`src/rtl/sbp_pkg.sv`:
```
package sbp_pkg;
  typedef enum logic [1:0] {
    MODE_NEVER = 2'd0,
    MODE_SIGN  = 2'd1,
    MODE_CLASS = 2'd2,
    MODE_SPARE = 2'd3
  } sbp_mode_e;
endpackage

```
`src/rtl/sbp_policy.sv`:
```
module sbp_policy
  import sbp_pkg::*;
#(
  parameter int         DISP_W  = 16,
  parameter logic [3:0] OPC_DIR = 4'b1010
) (
  input  logic              valid,
  input  logic [DISP_W-1:0] disp,
  input  logic [1:0]        cond,
  input  logic              hint,
  input  sbp_mode_e         mode,
  output logic              taken
);
  logic base_guess;
  logic hint_used;

  always_comb begin
    base_guess = 1'b0;
    hint_used  = 1'b0;
    case (mode)
      MODE_SIGN: begin
        base_guess = disp[DISP_W-1];
        hint_used  = 1'b1;
      end
      MODE_CLASS: begin
        base_guess = OPC_DIR[cond];
        hint_used  = 1'b1;
      end
      default: begin
        base_guess = 1'b0;
        hint_used  = 1'b0;
      end
    endcase
    taken = valid & (base_guess ^ (hint & hint_used));
  end

  // the fixed not-taken policy never guesses taken
  always_comb begin
    if (mode == MODE_NEVER || mode == MODE_SPARE)
      a_r1_never_taken: assert (!taken);
  end
endmodule

```
`src/rtl/sbp_target.sv`:
```
module sbp_target #(
  parameter int PC_W   = 32,
  parameter int DISP_W = 16
) (
  input  logic [PC_W-1:0]   pc,
  input  logic [DISP_W-1:0] disp,
  output logic [PC_W-1:0]   taken_pc,
  output logic [PC_W-1:0]   seq_pc
);
  localparam int EXT_W = PC_W - DISP_W - 2;

  logic [PC_W-1:0] byte_off;

  always_comb begin
    byte_off = {{EXT_W{disp[DISP_W-1]}}, disp, 2'b00};
    seq_pc   = pc + PC_W'(4);
    taken_pc = seq_pc + byte_off;
  end
endmodule

```
`src/rtl/sbp_track.sv`:
```
module sbp_track #(
  parameter int PC_W  = 32,
  parameter int DEPTH = 4
) (
  input  logic            clk,
  input  logic            rst_n,
  input  logic            push,
  input  logic            push_pred,
  input  logic [PC_W-1:0] push_tgt,
  input  logic [PC_W-1:0] push_seq,
  input  logic            res_valid,
  input  logic            res_taken,
  output logic            mispredict,
  output logic            flush_valid,
  output logic [PC_W-1:0] flush_pc
);
  localparam int AW = (DEPTH > 1) ? $clog2(DEPTH) : 1;
  localparam int CW = AW + 1;

  logic            pred_q [DEPTH];
  logic [PC_W-1:0] tgt_q  [DEPTH];
  logic [PC_W-1:0] seq_q  [DEPTH];
  logic [AW-1:0]   wr_q, rd_q, wr_d, rd_d;
  logic [CW-1:0]   cnt_q, cnt_d;
  logic            pop;
  logic            head_live;
  logic [PC_W-1:0] fix_pc;
  logic            flush_d;
  logic [PC_W-1:0] flush_pc_d;

  always_comb begin
    head_live  = (cnt_q != '0);
    pop        = res_valid & head_live;
    mispredict = pop & (res_taken != pred_q[rd_q]);
    fix_pc     = res_taken ? tgt_q[rd_q] : seq_q[rd_q];
    flush_d    = mispredict;
    flush_pc_d = mispredict ? fix_pc : flush_pc;
    wr_d       = wr_q;
    rd_d       = rd_q;
    cnt_d      = cnt_q;
    if (mispredict) begin
      wr_d  = '0;
      rd_d  = '0;
      cnt_d = '0;
    end else begin
      if (push) wr_d = wr_q + AW'(1);
      if (pop)  rd_d = rd_q + AW'(1);
      cnt_d = cnt_q + CW'(push) - CW'(pop);
    end
  end

  always_ff @(posedge clk or negedge rst_n) begin
    if (!rst_n) begin
      wr_q        <= '0;
      rd_q        <= '0;
      cnt_q       <= '0;
      flush_valid <= 1'b0;
      flush_pc    <= '0;
    end else begin
      wr_q        <= wr_d;
      rd_q        <= rd_d;
      cnt_q       <= cnt_d;
      flush_valid <= flush_d;
      flush_pc    <= flush_pc_d;
    end
  end

  for (genvar g = 0; g < DEPTH; g++) begin : g_slot
    logic wr_en;
    assign wr_en = push & (wr_q == AW'(g));
    always_ff @(posedge clk or negedge rst_n) begin
      if (!rst_n) begin
        pred_q[g] <= 1'b0;
        tgt_q[g]  <= '0;
        seq_q[g]  <= '0;
      end else if (wr_en) begin
        pred_q[g] <= push_pred;
        tgt_q[g]  <= push_tgt;
        seq_q[g]  <= push_seq;
      end
    end
  end

  // the queue never takes a branch it has no room for
  a_r8_no_overflow: assert property (@(posedge clk) disable iff (!rst_n)
    !(push && !pop && cnt_q == CW'(DEPTH)));
  // a resolution always has an outstanding branch to match
  a_r6_resolve_has_entry: assert property (@(posedge clk) disable iff (!rst_n)
    res_valid |-> head_live);
  // a flush is always preceded by a mispredicting resolution
  a_r7_flush_cause: assert property (@(posedge clk) disable iff (!rst_n)
    flush_valid |-> $past(res_valid));
endmodule

```
`src/rtl/sbp_top.sv`:
```
module sbp_top
  import sbp_pkg::*;
#(
  parameter int         PC_W    = 32,
  parameter int         DISP_W  = 16,
  parameter int         DEPTH   = 4,
  parameter int         CNT_W   = 16,
  parameter logic [3:0] OPC_DIR = 4'b1010
) (
  input  logic              clk,
  input  logic              rst_n,
  input  logic              dec_valid,
  input  logic [PC_W-1:0]   dec_pc,
  input  logic [DISP_W-1:0] dec_disp,
  input  logic [1:0]        dec_cond,
  input  logic              dec_hint,
  input  logic [1:0]        mode_sel,
  input  logic              ex_valid,
  input  logic              ex_taken,
  output logic              pred_taken,
  output logic              redir_valid,
  output logic [PC_W-1:0]   redir_pc,
  output logic              flush_valid,
  output logic [PC_W-1:0]   flush_pc,
  output logic [CNT_W-1:0]  br_count,
  output logic [CNT_W-1:0]  mis_count
);
  logic [1:0]       rst_sync_q;
  logic             rst_int_n;
  logic [PC_W-1:0]  tgt_pc, seq_pc;
  logic             mispredict;
  logic             accept;
  logic             redir_d;
  logic [PC_W-1:0]  redir_pc_d;
  logic [CNT_W-1:0] br_d, mis_d;

  always_ff @(posedge clk or negedge rst_n) begin
    if (!rst_n) rst_sync_q <= 2'b00;
    else        rst_sync_q <= {rst_sync_q[0], 1'b1};
  end
  assign rst_int_n = rst_sync_q[1];

  sbp_policy #(.DISP_W(DISP_W), .OPC_DIR(OPC_DIR)) u_policy (
    .valid (dec_valid),
    .disp  (dec_disp),
    .cond  (dec_cond),
    .hint  (dec_hint),
    .mode  (sbp_mode_e'(mode_sel)),
    .taken (pred_taken)
  );

  sbp_target #(.PC_W(PC_W), .DISP_W(DISP_W)) u_target (
    .pc       (dec_pc),
    .disp     (dec_disp),
    .taken_pc (tgt_pc),
    .seq_pc   (seq_pc)
  );

  sbp_track #(.PC_W(PC_W), .DEPTH(DEPTH)) u_track (
    .clk         (clk),
    .rst_n       (rst_int_n),
    .push        (accept),
    .push_pred   (pred_taken),
    .push_tgt    (tgt_pc),
    .push_seq    (seq_pc),
    .res_valid   (ex_valid),
    .res_taken   (ex_taken),
    .mispredict  (mispredict),
    .flush_valid (flush_valid),
    .flush_pc    (flush_pc)
  );

  always_comb begin
    accept     = dec_valid & ~mispredict;
    redir_d    = accept & pred_taken;
    redir_pc_d = redir_d ? tgt_pc : redir_pc;
    br_d       = accept ? br_count + CNT_W'(1) : br_count;
    mis_d      = mispredict ? mis_count + CNT_W'(1) : mis_count;
  end

  always_ff @(posedge clk or negedge rst_int_n) begin
    if (!rst_int_n) begin
      redir_valid <= 1'b0;
      redir_pc    <= '0;
      br_count    <= '0;
      mis_count   <= '0;
    end else begin
      redir_valid <= redir_d;
      redir_pc    <= redir_pc_d;
      br_count    <= br_d;
      mis_count   <= mis_d;
    end
  end

  // a flush and a redirect never show in the same cycle
  a_r8_flush_beats_redirect: assert property (@(posedge clk) disable iff (!rst_int_n)
    flush_valid |-> !redir_valid);
  // a redirect follows a taken guess in the previous cycle
  a_r5_redirect_after_guess: assert property (@(posedge clk) disable iff (!rst_int_n)
    redir_valid |-> $past(pred_taken));
  // there are never more mispredictions than accepted branches
  a_r9_count_order: assert property (@(posedge clk) disable iff (!rst_int_n)
    mis_count <= br_count);
  // no guess without a branch in decode
  a_r5_idle_quiet: assert property (@(posedge clk) disable iff (!rst_int_n)
    !dec_valid |-> !pred_taken);
endmodule

```
`config.mk`:
```
export PLATFORM = sky130hd
export DESIGN_NAME = sbp_top
export DESIGN_NICKNAME = d
export VERILOG_FILES = /design/src/rtl/sbp_pkg.sv /design/src/rtl/sbp_policy.sv /design/src/rtl/sbp_target.sv /design/src/rtl/sbp_track.sv /design/src/rtl/sbp_top.sv
export SDC_FILE = /design/constraint.sdc
export NUM_CORES = 1
export LEC_CHECK = 0
export ABC_AREA = 0
export BUFFER_PORTS_ARGS = -buffer_cell sky130_fd_sc_hd__buf_2
export CAP_MARGIN = 5
export CORE_MARGIN = 5
export CORE_UTILIZATION = 54
export CTS_CLUSTER_SIZE = 20
export DETAILED_ROUTE_END_ITERATION = 8
export GPL_TIMING_DRIVEN = 1
export PLACE_DENSITY = 0.73
export SLEW_MARGIN = 20
export SYNTH_ARGS = -nofsm -noshare
export SYNTH_HDL_FRONTEND = slang
export SYNTH_SLANG_ARGS = --single-unit
```
`constraint.sdc`:
```
create_clock -name clk -period 10.8 [get_ports clk]
set_input_delay 2.16 -clock clk [delete_from_list [all_inputs] [get_ports clk]]
set_output_delay 2.16 -clock clk [all_outputs]
set_load 0.02 [all_outputs]
```
# Yosys cells after proc, flatten, opt, wreduce, memory -nomap -nowiden
# Cells that the tools add are included.
# totals
ff_bits	367
input_bits	58
output_inout_bits	99
elab_cells	75
# classes
add_sub_neg	8
magnitude_cmp	2
eq_ne	6
muxes	19
n_bitwise	13
reduce_logical	5
# ops
cell	count
32-bit 2-to-1 mux	5
32-bit binary-select mux with 2-bit select	2
16-bit by 1-bit adder with 16-bit output (second input constant)	2
32-bit by 3-bit adder with 32-bit output (second input constant)	1
32-bit adder	1
1-bit bitwise AND	10
2-bit 2-to-1 mux	4
2-bit equality test (second input constant)	3
2-bit by 1-bit adder with 2-bit output (second input constant)	2
1-bit binary-select mux with 2-bit select	2
2-bit by 1-bit equality test with 1-bit output (second input constant)	2
1-bit 2-to-1 mux	4
2-bit nonzero test	2
3-bit by 1-bit adder with 3-bit output	1
3-bit >= comparator (second input constant)	1
2-bit by 3-bit < comparator with 1-bit output (second input constant)	1
3-bit 2-to-1 mux	1
2-bit NOT with 3-bit output	1
3-bit nonzero test	1
3-bit by 1-bit subtractor with 3-bit output	1
2-bit logical NOT	1
1-bit one-hot mux with 2 select lines	1
2-bit OR reduction	1
1-bit != test	1
other kinds (2)	2

# Logic depth before layout (Yosys ltp)
# Gate-level depths: netlist (run 1).
# logic_depth
depth_word	11
depth_mapped	17

# Modules after synthesis
# Synthesis (run 1) repeated with hierarchy kept, for this count alone.
# hier_totals
cells_unflattened	1438
area_unflattened_um2	18769.3
# modules_own_cells
mod	n_inst	cells_per_inst	area_per_inst_um2
sbp_track	1	897	13568.0
sbp_top	1	192	2716.4
sbp_target	1	341	2418.6
sbp_policy	1	8	66.3

# Worst setup path before layout (run 1)
# OpenSTA, ideal clock, no wires.
# synth_path
path_type	input to register
from	in dec_pc[2]
to	reg u_track.tgt_q[125] (netlist name)
arrival_time_ns	5.217
slack_ns	5.453
cell_stages	15
n_path_buf	1
path_cell_list	ha_1 > nand4_1 > nor3_2 > nand3_1 > xor2_1 > inv_1 > ha_1 > clkbuf_2 > a21oi_1 > o31ai_1 > o221a_2 > a2111o_1 > a2111o_1 > nand4_1 > o21ai_0
# synth_between
elab_chain_len	2
# synth_lines
element	line	source
start: declaration	sbp_top.sv:13	input logic [PC_W-1:0] dec_pc,
32-bit by 3-bit adder with 32-bit output	sbp_target.sv:16	seq_pc = pc + PC_W'(4);
via seq_pc[14]	sbp_top.sv:30	logic [PC_W-1:0] tgt_pc, seq_pc;
32-bit adder	sbp_target.sv:17	taken_pc = seq_pc + byte_off;
end signal: indexed assignment	sbp_track.sv:78	tgt_q[g] <= push_tgt;
end: declaration	sbp_track.sv:21	logic [PC_W-1:0] tgt_q [DEPTH];
# The timed path passes the listed nets, and every way through them passes these cells.
# A chain may end at the register's enable or synchronous reset.

# Worst setup path after layout (run 1)
# layout_path
from	in dec_pc[2]
to	reg u_track.tgt_q[57] (netlist name)
# The elaborated chain is that of the path after synthesis.

==> results of run 1 <==
==> through the flow <==
stage	util	setup WS, ps	hold slack, ps
4_1_cts	0.623	4560	355
6_report	0.624	4510	354
5_1_grt	0.624	4220	376
2_1_floorplan	-	53.6	331
3_5_place_dp	0.581	4030	341
3_3_place_gp	0.581	4100	339
==> how the worst max path moves through the flow <==
stage	startpoint	to	slack (ps)
final	dec_pc[2]	u_track.tgt_q[57]	4510
after global routing	dec_pc[2]	u_track.tgt_q[25]	4220
after CTS	dec_pc[2]	redir_pc[25]	4560
after detailed placement	dec_pc[2]	u_track.tgt_q[57]	4030
after global placement	dec_pc[2]	u_track.tgt_q[57]	4100
after floorplan	rst_sync_q[1]	br_count[0]	50
==> cell usage in the layout, fill, tap and decap left out, types with 3 or more instances in the layout <==
master     netlist  routed
bufinv_16        0       3
clkbuf_8         0      12
a21boi_0         3       3
mux2i_1         32      32
nor2_1          36      36
xor2_1          38      38
mux4_2          63      63
a21o_1          10      10
nor3_2           4       4
or3_1            7       7
and4_1           7       7
clkbuf_1        82       3
inv_1           54      54
or4_1            5       5
buf_4            1      16
a211o_1          6       6
o31ai_1          7       6
and3_1          18      18
nand3_1         44      44
clkinv_2         0      10
a21oi_1         35      35
nand2_1        418     418
nand4_1         22      22
and2_1           6       6
o21a_1           3       3
clkbuf_16        0      41
dfrtp_1        359     356
ha_1            43      43
o21ai_0        290     290
xnor2_1         49      49
a31oi_1          5       5
buf_2           11     155
o211ai_1        15      15
==> layout make-up <==
class / instances / area [sq um]
flip-flops and latches: 359 / 8990
clock inverters: 14 / 149
well taps: 402 / 503
fillers: 2574 / 11900
multi-input cells: 1205 / 7820
repair buffers: 172 / 907
clock buffers: 56 / 1200
inverters: 56 / 210
==> metal layers <==
layer,vias up,track usage
li1,6187,-
met1,6358,0.328
met2,372,0.385
met3,69,0.0398
met4,2,0.0668
met5,-,0
==> logic make-up (layout without fill, tap and decap cells) <==
group	after synthesis	count (layout)	share of synthesized area
other	1	1	0.000215
AO/OA/AOI/OAI	394	394	0.125
flip-flops	359	359	0.516
AND/OR/NAND/NOR	581	581	0.144
adder cells (fa/ha/maj)	45	45	0.0332
multiplexers	96	96	0.101
XOR/XNOR	88	88	0.0447
buffers and inverters	159	298	0.0358
==> critical path: cells and delay by family <==
kind / cells / cell delay (ps)
buffers and inverters: 2 / 290
xor gates and xnor gates: 2 / 830
adders and majority gates: 2 / 630
AOI/OAI and AO/OA: 6 / 1620
and+or+nand+nor: 3 / 1120
==> power by group through the flow <==
stage | combinational, mW | clock, mW | sequential (mW)
after floorplan | 1.22 | 0 | 2.34
after global routing | 2.06 | 1.46 | 2.34
after global placement | 1.78 | 0 | 2.24
after CTS | 1.85 | 1.41 | 2.26
final | 1.83 | 1.38 | 2.26
after detailed placement | 1.84 | 0 | 2.28
==> state kept, by name, summed over array words and instances (netlist names) <==
name                 flops
mis_count               16
br_count                16
u_track.seq_q          128
rst_sync_q               2
u_track.pred_q           4
u_track.rd_q             2
u_track.cnt_q            3
u_track.flush_pc        32
redir_valid              1
u_track.tgt_q          120
u_track.flush_valid      1
u_track.wr_q             2
redir_pc                32
==> qor_table.md, run 1 <==
| Quantity | Value |
|:---|:---|
| Hold Fails Final Rpt | 0 |
| Avg Inst Size Synth | 10.1 sq um |
| Share of synthesized flip-flops with an asynchronous set or reset | 1.00 |
| Final count of pins violating max slew | 0 |
| Antenna violation net count after detailed routing | 0 |
| Hold/Removal Path Class | reg -> reg |
| Hold Startpoint | rst_sync_q[0] |
| Clock H-tree levels | 2 |
| Cell area after technology mapping | 0.0174 sq mm |
| Clock Root Buffer | clkbuf_16 |
| Net Sw Power | 1.95 mW |
| Post-synth top cells | 418 x nand2_1, 359 x dfrtp_1, 290 x o21ai_0 |
| Synthesis Warnings | 0 |
| Met2 routed wirelength | 19900 microns |
| Synth top area cells | dfrtp_1 52%, nand2_1 9.0%, o21ai_0 8.3% |
| Post-route clock period utilization | 0.582 |
| Int Pwr | 3.53 mW |
| Uppermost routed layer | met5 |
| Crit Path Max Fanout | 8 |
| Net Count, Synth | 1826 |
| Worst reg2reg path endpoint | mis_count[15] |
| Final critical-path required period | 6290 ps |
| DP Cell Count | 2194 |
| Cell type with the largest total area after synthesis | dfrtp_1 |
| Number of setup buffers added after CTS | 0 |
| Clock Power Share | 0.252 |
| Number of DRC violations after detailed routing | 0 |
| Maximum vdd drop | 171 uV |
| Switching part of the total | 0.355 |
| Post-Layout Cell Count | 2264 |
| Slowest-stage cell, CP | nor3_2 |
| Reg2reg path depth | 10 |
| Count of state elements after synthesis | 359 |
| Worst EP required | 11170 ps |
| Io pins | 157 |
| 1st-pass router iterations | 7 |
| Number of enable-type register cells in the synthesized netlist | 0 |
| Endpoint of the worst hold-timing path | rst_sync_q[1] |
| Number of port buffers | 155 |
| Max incr delay on CP | 750 ps |
| Routability congestion estimate from global placement | 0.848 |
| Nature of the critical path endpoint | flip-flop |
| Initial core utilization | 0.549 |
| Initial antenna violation count | 1 |
| Number of antenna cells inserted | 0 |
| Ordered list of cells on the worst path | buf_2 -> ha_1 -> nand4_1 -> nor3_2 -> nand3_1 -> xor2_1 -> inv_1 -> ha_1 -> a21oi_1 -> o31ai_1 -> o221a_2 -> a2111o_1 -> a21oi_1 -> xor2_1 -> o21ai_0 |
| CTS Hold Bufs | 0 |
| Transition time at the pin with the least slew margin | 1020 ps |
| Startpoint of the most critical register-to-register path | u_track.rd_q[1] |
| Status | finished, final reports clean |
| Average vias per placed instance | 5.74 |
| Combinational share of power | 0.334 |
| Yosys top cell area share | 0.516 |
| Number of CTS-inserted buffers | 39 |
| Overall overflow remaining after global route | 0 |
| Flip-flop cell with the highest count after synthesis | dfrtp_1 |
| Met3 wirelength from detailed routing | 2320 microns |
| Instance area after placement | 0.0184 sq mm |
| Half-perimeter wire length after detailed placement | 27500 microns |
| Library cells used by synthesis | 61 |
| Synth Instances | 1723 |
| Met1 Wirelength | 18600 microns |
| Start-to-end type of the worst setup path | in -> reg |
| Floorplan die area | 0.0359 sq mm |
| Total power divided by cell area | 277 mW/mm^2 |
| Post-layout power | 5.47 mW |
| Maximum clock frequency | 0.159 GHz |
| Wirelength per Cell | 18.5 microns |
| Total Wirelength | 41900 microns |
| Arrival time of the worst setup path | 6660 ps |
| Die Ht | 190 microns |
| Vias in the first global route | 13200 |
| Clock Skews | 18.0 ps |
| Wire length of the first global-routing pass | 69000 microns |
| Relative max-transition margin | 0.318 |
| Total routing resource utilization after global routing | 0.235 |
| DR iter-0 viols | 892 |
| Final sum of negative setup slack | 0 ps |
| Unrepaired setup endpoints after global routing | no |
| Clock tree from TritonCTS | done |
| Post-cts sizing count | 0 |
| Longest Clk Path Bufs | 3 |
| Sequential fraction of design power | 0.414 |
| Number of instances on the worst hold path | 0 |
| Growth of design area from synthesis to finish | 13.7% |
| Clock insertion delay at the later pin of the skew report | 520 ps |
| Area of all placed cells without fillers | 0.0198 sq mm |
| Maximum number of pins on one net before global-route repair | 90 |
| Sort of element at the start of the critical path | input pin |
| # Max-Cap Violations | 0 |
| Number of placement rows | 65 |
| Most frequent cell after synthesis | nand2_1 |
| Sequential share of the synthesized area | 0.516 |
| Proportion of layout cells with a drive suffix above 1 | 0.174 |
| Routed vias | 13000 |
| Standby leakage power | 9.44 nW |
| NumNets Final | 1936 |
| Reg clk slew, reported paths | 60 ps |
| Clock sink count | 359 |
| Die outline width | 190 microns |
| Number of failing setup endpoints in the final timing report | 0 |
| Std-Cell Core Area | 0.0317 sq mm |
| FF-to-FF setup slack | 6690 ps |
(Power assumes the default switching activity.)
==> run 2, diff against run 1 <==
ABC_AREA = 1   (was 0)
clock period = 5.4 ns   (was 10.8 ns; I/O delays follow)
==> qor_table.md, run 2 <==
| Quantity | Value | Change |
|:---|:---|:---|
| Post-route clock period utilization | 0.797 |  |
| Number of failing setup endpoints in the final timing report | 0 | unchanged |
| Synth top area cells | dfrtp_1 48%, nand2_1 16%, o21ai_0 7.2% |  |
| Hold Fails Final Rpt | 0 | unchanged |
| Most common cell after layout, fill and taps aside | nand2_1 |  |
| Maximum number of pins on one net before global-route repair | 163 | +81% |
| Clock Skews | 15.2 ps | -2.80 ps |
| Buffers plus inverters on the worst setup path | 2 | unchanged |
| Number of placement rows | 67 | +3.1% |
| Int Pwr | 6.97 mW | +98% |
| Synth Instances | 2354 | +37% |
| Total power divided by cell area | 561 mW/mm^2 | +100% |
| Sort of element at the start of the critical path | input pin |  |
| Wirelength per Cell | 18.6 microns | +0.59% |
| Status | finished, final reports clean |  |
| Number of port buffers | 155 | unchanged |
| Post-Layout Cell Count | 2944 | +30% |
| # Max-Cap Violations | 0 | unchanged |
| Wire length of the first global-routing pass | 86900 microns | +26% |
| Post-placement setup slack | 641 ps | -3390 ps |
| Clock H-tree levels | 2 | unchanged |
| Met1 Wirelength | 24200 microns | +30% |
| Longest Clk Path Bufs | 3 | unchanged |
| Floorplan die area | 0.0382 sq mm | +6.2% |
| Flip-flop count of the largest register after layout | 128 | unchanged |
| Net Count, Synth | 2457 | +35% |
| Standby leakage power | 10.8 nW | +15% |
| Routed vias | 16500 | +27% |
| Largest registers ranked by flip-flop count | u_track.seq_q (128), u_track.tgt_q (120) |  |
| Nature of the critical path endpoint | flip-flop |  |
| Worst Setup Slack, final | 1100 ps | -3420 ps |
| Number of CTS-inserted buffers | 40 | +2.6% |
| Combinational share of power | 0.379 | +0.045 |
| Maximum clock frequency | 0.232 GHz |  |
| Hold/Removal Path Class | in -> async |  |
| Sequential fraction of design power | 0.392 | -0.022 |
| Growth of design area from synthesis to finish | 12.5% |  |
| Crit Path Max Fanout | 6 | -2 |
| Count of state elements after synthesis | 359 | unchanged |
| Cell area after technology mapping | 0.0186 sq mm | +6.6% |
| Antenna violation net count after detailed routing | 0 | unchanged |
| Maximum vdd drop | 340 uV | +99% |
| Share of synthesized flip-flops with an asynchronous set or reset | 1.00 | unchanged |
| Flip-flop cell with the highest count after synthesis | dfrtp_1 |  |
| Uppermost routed layer | met5 |  |
| Net Sw Power | 4.74 mW | +140% |
| Largest register by flop count | u_track.seq_q |  |
| Cell type with the largest total area after synthesis | dfrtp_1 |  |
| 1st-pass router iterations | 7 | unchanged |
| Proportion of layout cells with a drive suffix above 1 | 0.105 | -0.0686 |
| Post-synth top cells | 803 x nand2_1, 359 x dfrtp_1, 268 x o21ai_0 |  |
| Slowest-stage cell, CP | xnor2_1 |  |
| Start-to-end type of the worst setup path | in -> reg |  |
| Synthesis Warnings | 0 | unchanged |
| Die Ht | 195 microns | +3.1% |
| Ordered list of cells on the worst path | buf_2 -> ha_1 -> nand2_1 -> nor2_1 -> nand2_1 -> nor2_1 -> nand2_1 -> xnor2_1 -> ha_1 -> nand2_1 -> inv_1 -> nand2_1 -> nand2_1 -> a21oi_1 -> nand2_1 -> xnor2_1 -> o21ai_0 |  |
| Clock Root Buffer | clkbuf_16 |  |
| Die outline width | 195 microns | +3.1% |
| Clock Power Share | 0.230 | -0.022 |
| Average vias per placed instance | 5.60 | -2.5% |
| Cell repeated most along the worst path | nand2_1 |  |
| Worst EP required | 5760 ps | -5410 ps |
| Total routing resource utilization after global routing | 0.282 | +0.0467 |
| CTS Hold Bufs | 0 | unchanged |
| Total Wirelength | 54800 microns | +31% |
| Initial core utilization | 0.550 | +0.00178 |
| DR iter-0 viols | 1606 | +80% |
| Final count of pins violating max slew | 0 | unchanged |
| Clock tree from TritonCTS | done |  |
| Library cells used by synthesis | 43 | -30% |
| Clock sink count | 359 | unchanged |
| DP Cell Count | 2873 | +31% |
| Routability congestion estimate from global placement | 0.972 | +15% |
| Final sum of negative setup slack | 0 ps | unchanged |
| Overall overflow remaining after global route | 0 | unchanged |
| Clock insertion delay at the later pin of the skew report | 530 ps | about the same |
| Number of enable-type register cells in the synthesized netlist | 0 | unchanged |
| Max incr delay on CP | 560 ps | -190 ps |
| Vias in the first global route | 15700 | +19% |
| Most frequent cell after synthesis | nand2_1 |  |
| Transition time at the pin with the least slew margin | 1050 ps | +24.2 ps |
| Relative max-transition margin | 0.298 | -0.0205 |
| Unrepaired setup endpoints after global routing | no |  |
| Met2 routed wirelength | 24300 microns | +22% |
| NumNets Final | 2570 | +33% |
| Number of antenna cells inserted | 0 | unchanged |
| Sequential share of the synthesized area | 0.484 | -0.0319 |
| Post-layout power | 11.7 mW | +110% |
| Std-Cell Core Area | 0.0337 sq mm | +6.2% |
| Switching part of the total | 0.404 | +0.0490 |
| Io pins | 157 | unchanged |
| Yosys top cell area share | 0.484 | -0.0319 |
| Commonest cells after routing, fill and taps aside | 802 x nand2_1, 356 x dfrtp_1, 268 x o21ai_0 |  |
| Number of setup buffers added after CTS | 0 | unchanged |
| Met3 wirelength from detailed routing | 4750 microns | +100% |
| Final critical-path required period | 4300 ps |  |
| Delay-heaviest family, CP | simple AND/OR/NAND/NOR gates |  |
| Arrival time of the worst setup path | 4670 ps | -1990 ps |
| Initial antenna violation count | 1 | unchanged |
| Number of DRC violations after detailed routing | 0 | unchanged |
| Avg Inst Size Synth | 7.88 sq um | -22% |
| Reg clk slew, reported paths | 60 ps | about the same |
| Post-cts sizing count | 0 | unchanged |
| Half-perimeter wire length after detailed placement | 36400 microns | +32% |
## run 2: cell count changes in the layout (fill, tap and decap cells not counted), moves of 63 or more
| cell | previous run | this run |
|---|---|---|
| inv_1 | 54 | 189 |
| mux4_2 | 63 | 0 |
| nand2_1 | 418 | 802 |
| nand3_1 | 44 | 152 |
| nor2_1 | 36 | 145 |
## run 2: layout make-up
class	instances	area (sq um)
Clock buffer	64	1220
Clock inverter	7	77.6
Fill cell	3024	12800
Inverter	199	747
Multi-Input combinational cell	1688	8300
Sequential cell	359	8990
Tap cell	448	561
Timing Repair Buffer	179	981
## run 2: metal layers
layer | GRT usage | vias up
li1 | - | 7815
met1 | 0.413 | 7903
met2 | 0.427 | 666
met3 | 0.0600 | 88
met4 | 0.0799 | 2
met5 | 0 | -
## run 2: worst paths after layout
check                                 from                  to  slack (ps)  cells after the start
max                              dec_pc[2]        redir_pc[18]        1100                     17
min                                  rst_n       rst_sync_q[1]         320                      1
max reg2reg                u_track.rd_q[0]  u_track.seq_q[122]        1910                     11
min reg2reg                  rst_sync_q[0]       rst_sync_q[1]         350                      0
max in group asynchronous    rst_sync_q[1]     u_track.rd_q[0]        3490                      1
min in group clk             rst_sync_q[0]       rst_sync_q[1]         350                      0
## run 2: kinds of logic (layout without fill, tap and decap cells)
logic type,Yosys count,in the layout,share of synthesized area
multiplexers,30,30,0.0162
XOR/XNOR,68,68,0.0321
adder cells (fa/ha/maj),45,45,0.0312
AND/OR/NAND/NOR,1150,1150,0.251
other,1,1,0.000202
flip-flops,359,359,0.484
buffers and inverters,307,449,0.0687
AO/OA/AOI/OAI,394,394,0.116
## run 2: power groups by stage
stage          Sequential (mW)  Combinational, mW  Clock [mW]
2_1_floorplan             4.88               2.77           0
3_3_place_gp              4.55               4.26           0
3_5_place_dp              4.60               4.38           0
4_1_cts                   4.58               4.43        2.73
5_1_grt                   4.74               4.98        2.85
6_report                  4.59               4.43        2.69
## run 2: metrics by stage
stage | util | area [sq um] | hold WS [ps]
4_1_cts | 0.619 | 20900 | 306
6_report | 0.619 | 20900 | 320
3_3_place_gp | 0.581 | 19600 | 337
5_1_grt | 0.619 | 20900 | 316
2_1_floorplan | - | 18600 | 331
3_5_place_dp | 0.581 | 19600 | 340
